[config.mk]
export PLATFORM = sky130hd
export DESIGN_NAME = gate_drive_seq
export DESIGN_NICKNAME = d
export VERILOG_FILES = /design/src/rtl/gate_drive_seq.sv
export SDC_FILE = /design/constraint.sdc
export NUM_CORES = 1
export LEC_CHECK = 0
export BUFFER_PORTS_ARGS = -buffer_cell sky130_fd_sc_hd__buf_4
export CAP_MARGIN = 20
export CORE_AREA = 2 2 39 41
export DETAILED_ROUTE_END_ITERATION = 10
export DIE_AREA = 0 0 41 43
export PLACE_DENSITY = 0.54
export SLEW_MARGIN = 15
export SYNTH_ARGS = -nofsm -noshare
export SYNTH_HDL_FRONTEND = slang
export SYNTH_SLANG_ARGS = --single-unit
[constraint.sdc]
create_clock -name clk -period 5 [get_ports clk]
set_clock_uncertainty 0.1 [all_clocks]
set_input_delay 1.25 -clock clk [delete_from_list [all_inputs] [get_ports clk]]
set_output_delay 1.25 -clock clk [all_outputs]
set_load 0.02 [all_outputs]
[src/rtl/gate_drive_seq.sv]
module gate_drive_seq #(
  parameter bit OTP_EN = 1'b1
) (
  input  logic clk,
  input  logic rst_n,
  input  logic cmd_pos,
  input  logic cmd_neg,
  input  logic uv_in,
  input  logic uv_out,
  input  logic hot,
  input  logic gate_low,
  output logic pu_en,
  output logic pd_en,
  output logic clamp_en
);

  typedef enum logic [1:0] {S_LOW, S_RISE, S_HIGH, S_FALL} drv_t;

  drv_t st, st_nx;
  logic clamp_q;

  wire req    = cmd_pos & ~cmd_neg;
  wire fault  = uv_in | uv_out | (OTP_EN & hot);
  wire want   = req & ~fault;
  wire off_ph = (st == S_LOW) | (st == S_FALL);

  always_comb begin
    st_nx = st;
    case (st)
      S_LOW:  if (want)  st_nx = S_RISE;
      S_RISE: st_nx = want ? S_HIGH : S_LOW;
      S_HIGH: if (!want) st_nx = S_FALL;
      S_FALL: st_nx = S_LOW;
      default: st_nx = S_LOW;
    endcase
  end

  always_ff @(posedge clk or negedge rst_n) begin
    if (!rst_n) begin
      st      <= S_LOW;
      clamp_q <= 1'b0;
    end else begin
      st <= st_nx;
      if (fault)
        clamp_q <= 1'b0;
      else if (st == S_LOW && want)
        clamp_q <= 1'b0;
      else if (off_ph && gate_low)
        clamp_q <= 1'b1;
    end
  end

  assign pu_en    = (st == S_HIGH);
  assign pd_en    = (st == S_LOW);
  assign clamp_en = clamp_q;

endmodule

==> flow_summary.toml <==
[power_and_ir_drop]
p_int_uw = 119
switching_share_pct = 41.7
vdd_drop_max_v = 0.000167
p_leak_nw = 0.190
seqPwrFrac_pct = 22.4
powerDensity_mw_per_mm2 = 498
comb_power_share_pct = 56.9
power_frac_clock_pct = 20.7
power_switching_uw = 85.1

[global_routing]
grtUsageTotal_pct = 7.35
grt_pass1_wl_um = 834
grt_pass1_vias = 224
grt_max_degree = 7
antenna_found_initial = 0
gr-total-overflow = 0

[finish]
nets = 54
layout-drive-gt1-share_pct = 41.5
diodes = 0
synthToLayoutAreaGrowth_pct = 42.2

[logic_synthesis]
syn_area_sq_um = 288
synth.avg_cell_area_sq_um = 10.7
synth-seq-area-share_pct = 26.1
yosysWarnings = 0
syn_nets = 39
ys_ff_latch = 3
synth_cell_types = 16
synthCells = 27

[clock_network]
cts_buffers = 3
clk_latency_ns = 0.23
cts_tree = "built"
cts_setup_buffers = 0
clockBufferDepth = 2
cts_resized = 0
holdBufCountCts = 0
cts_root_buf = "clkbuf_4"
cts.sinks = 3
cts_htree_levels = 1
clkTransAtPathRegs_ns = 0.04

[critical_path]
path_cells = "inv_1 > ha_1 > buf_4"
cp_slowest_cell = "dfrtp_1"
cp-end-kind = "output pin"
max_stage_delay_ns = 0.44
r2r_cells = 5
crit_path_start_kind = "register"
regToRegStartpoint = "st[0]"
reg2reg_slack_ns = 3.28
critPathTopFamily = "flip-flops"
arrival_ns = 1.30
crit_fanout = 6
critical_path_buf_inv_count = 2
critPathRequiredTime_ns = 3.65
path_class = "register to output pin"

[sta]
setup_tns_ns = 0
period_needed_ns = 2.65
relSlewSlack_pct = 81.2
fmax_mhz = 378
final_max_slew_viol_count = 0
tightest_slew_ns = 0.280
rsz0062_at_grt = "no"
finalSetupViolations = 0
period_share_pct = 52.9
hold_ws_ns = 0.484
hold_viol = 0

[worst_hold_path]
hp-class = "register to register"
whs_path_depth = 1

[floorplan]
fp.dieArea_sq_mm = 0.00176
io_pins = 11
core_sq_mm = 0.00138
die_h_um = 43
num_rows = 14
initial_core_util_pct = 20.8
die_x_um = 41

[route]
vias = 240
drc = 0
first_pass_iters = 2
wire_per_inst_um = 9.56
drt_iter0_markers = 1
wirelength_um = 545
postRouteAntennaNets = 0
drt-vias-per-instance = 4.21

[placement]
io_buffers = 10
place_hpwl_um = 457
gp_congestion = 0.685

[status]
outcome = "finished clean"

[run]
drv_cap = 0
-- area by class of cell --
cell class / count / area [sq um]
multi-input cells: 21 / 201
inverters: 3 / 11.3
flip-flops and latches: 3 / 75.1
repair buffers: 10 / 75.1
well taps: 16 / 20.0
fillers: 154 / 975
clock buffers: 4 / 26.3
-- how the worst max path moves through the flow --
stage | start | to | slack, ns | cells after the start
floorplan | st[0] | pu_en | 2.75 | 2
detailed placement | st[0] | pu_en | 2.59 | 3
global route | st[0] | pu_en | 2.27 | 3
global placement | st[0] | pu_en | 2.58 | 3
finish | st[0] | pu_en | 2.35 | 3
CTS | st[0] | pu_en | 2.33 | 3
-- cells in the final DEF (no fill, tap or decap), drive strengths merged, types with 2 or more instances in the layout --
master and count:
ha 4, dfrtp 3, inv 3, buf 10, nor3 2, clkbuf 4, nor2b 3, nand2 2
-- routing by layer --
layer | vias up | global-route usage, % | share of wire [%]
met5 | - | 0 | 0
met4 | 0 | 6.00 | 0
met3 | 0 | 3.14 | 5.3
met2 | 5 | 10.3 | 51
met1 | 107 | 8.12 | 44
li1 | 128 | - | -
-- synthesized netlist by cell type, drive strengths merged --
master | instances | area (sq um)
nor3 | 2 | 10.0
a2111oi | 1 | 27.5
inv | 3 | 11.3
nor2b | 3 | 18.8
dfrtp | 3 | 75.1
nor2 | 1 | 3.75
nand3b | 1 | 20.0
a41o | 1 | 10.0
ha | 4 | 50.1
or3 | 1 | 11.3
o21ai | 1 | 5.00
a311o | 1 | 10.0
nand2 | 2 | 7.51
nor4b | 1 | 15.0
a21oi | 1 | 5.00
a211oi | 1 | 7.51
-- cells by family (layout without fill, tap and decap cells) --
family | Yosys count | after routing | synth area share [%]
adder cells (fa/ha/maj) | 4 | 4 | 17.4
flip-flops | 3 | 3 | 26.1
AND/OR/NAND/NOR | 11 | 11 | 30.0
AO/OA/AOI/OAI | 6 | 6 | 22.6
buffers and inverters | 3 | 17 | 3.91
-- power by group through the flow --
stage | Clock, mW | Combinational [mW] | Sequential, mW
after global placement | 0 | 0.120 | 0.0458
after global routing | 0.0465 | 0.130 | 0.0471
after floorplan | 0 | 0.0887 | 0.0441
after detailed placement | 0 | 0.119 | 0.0457
after CTS | 0.0453 | 0.119 | 0.0454
final | 0.0423 | 0.116 | 0.0456
-- through the flow --
stage	instances	setup slack, ns	utilization (%)	power [mW]	cell area, sq um
6_report	57	2.35	29.6	0.204	409
5_1_grt	57	2.27	29.6	0.223	409
4_1_cts	57	2.33	29.6	0.209	409
3_5_place_dp	53	2.59	27.7	0.164	383
3_3_place_gp	53	2.58	27.7	0.166	383
2_1_floorplan	27	2.75	-	0.133	288
(Power assumes the default switching activity.)
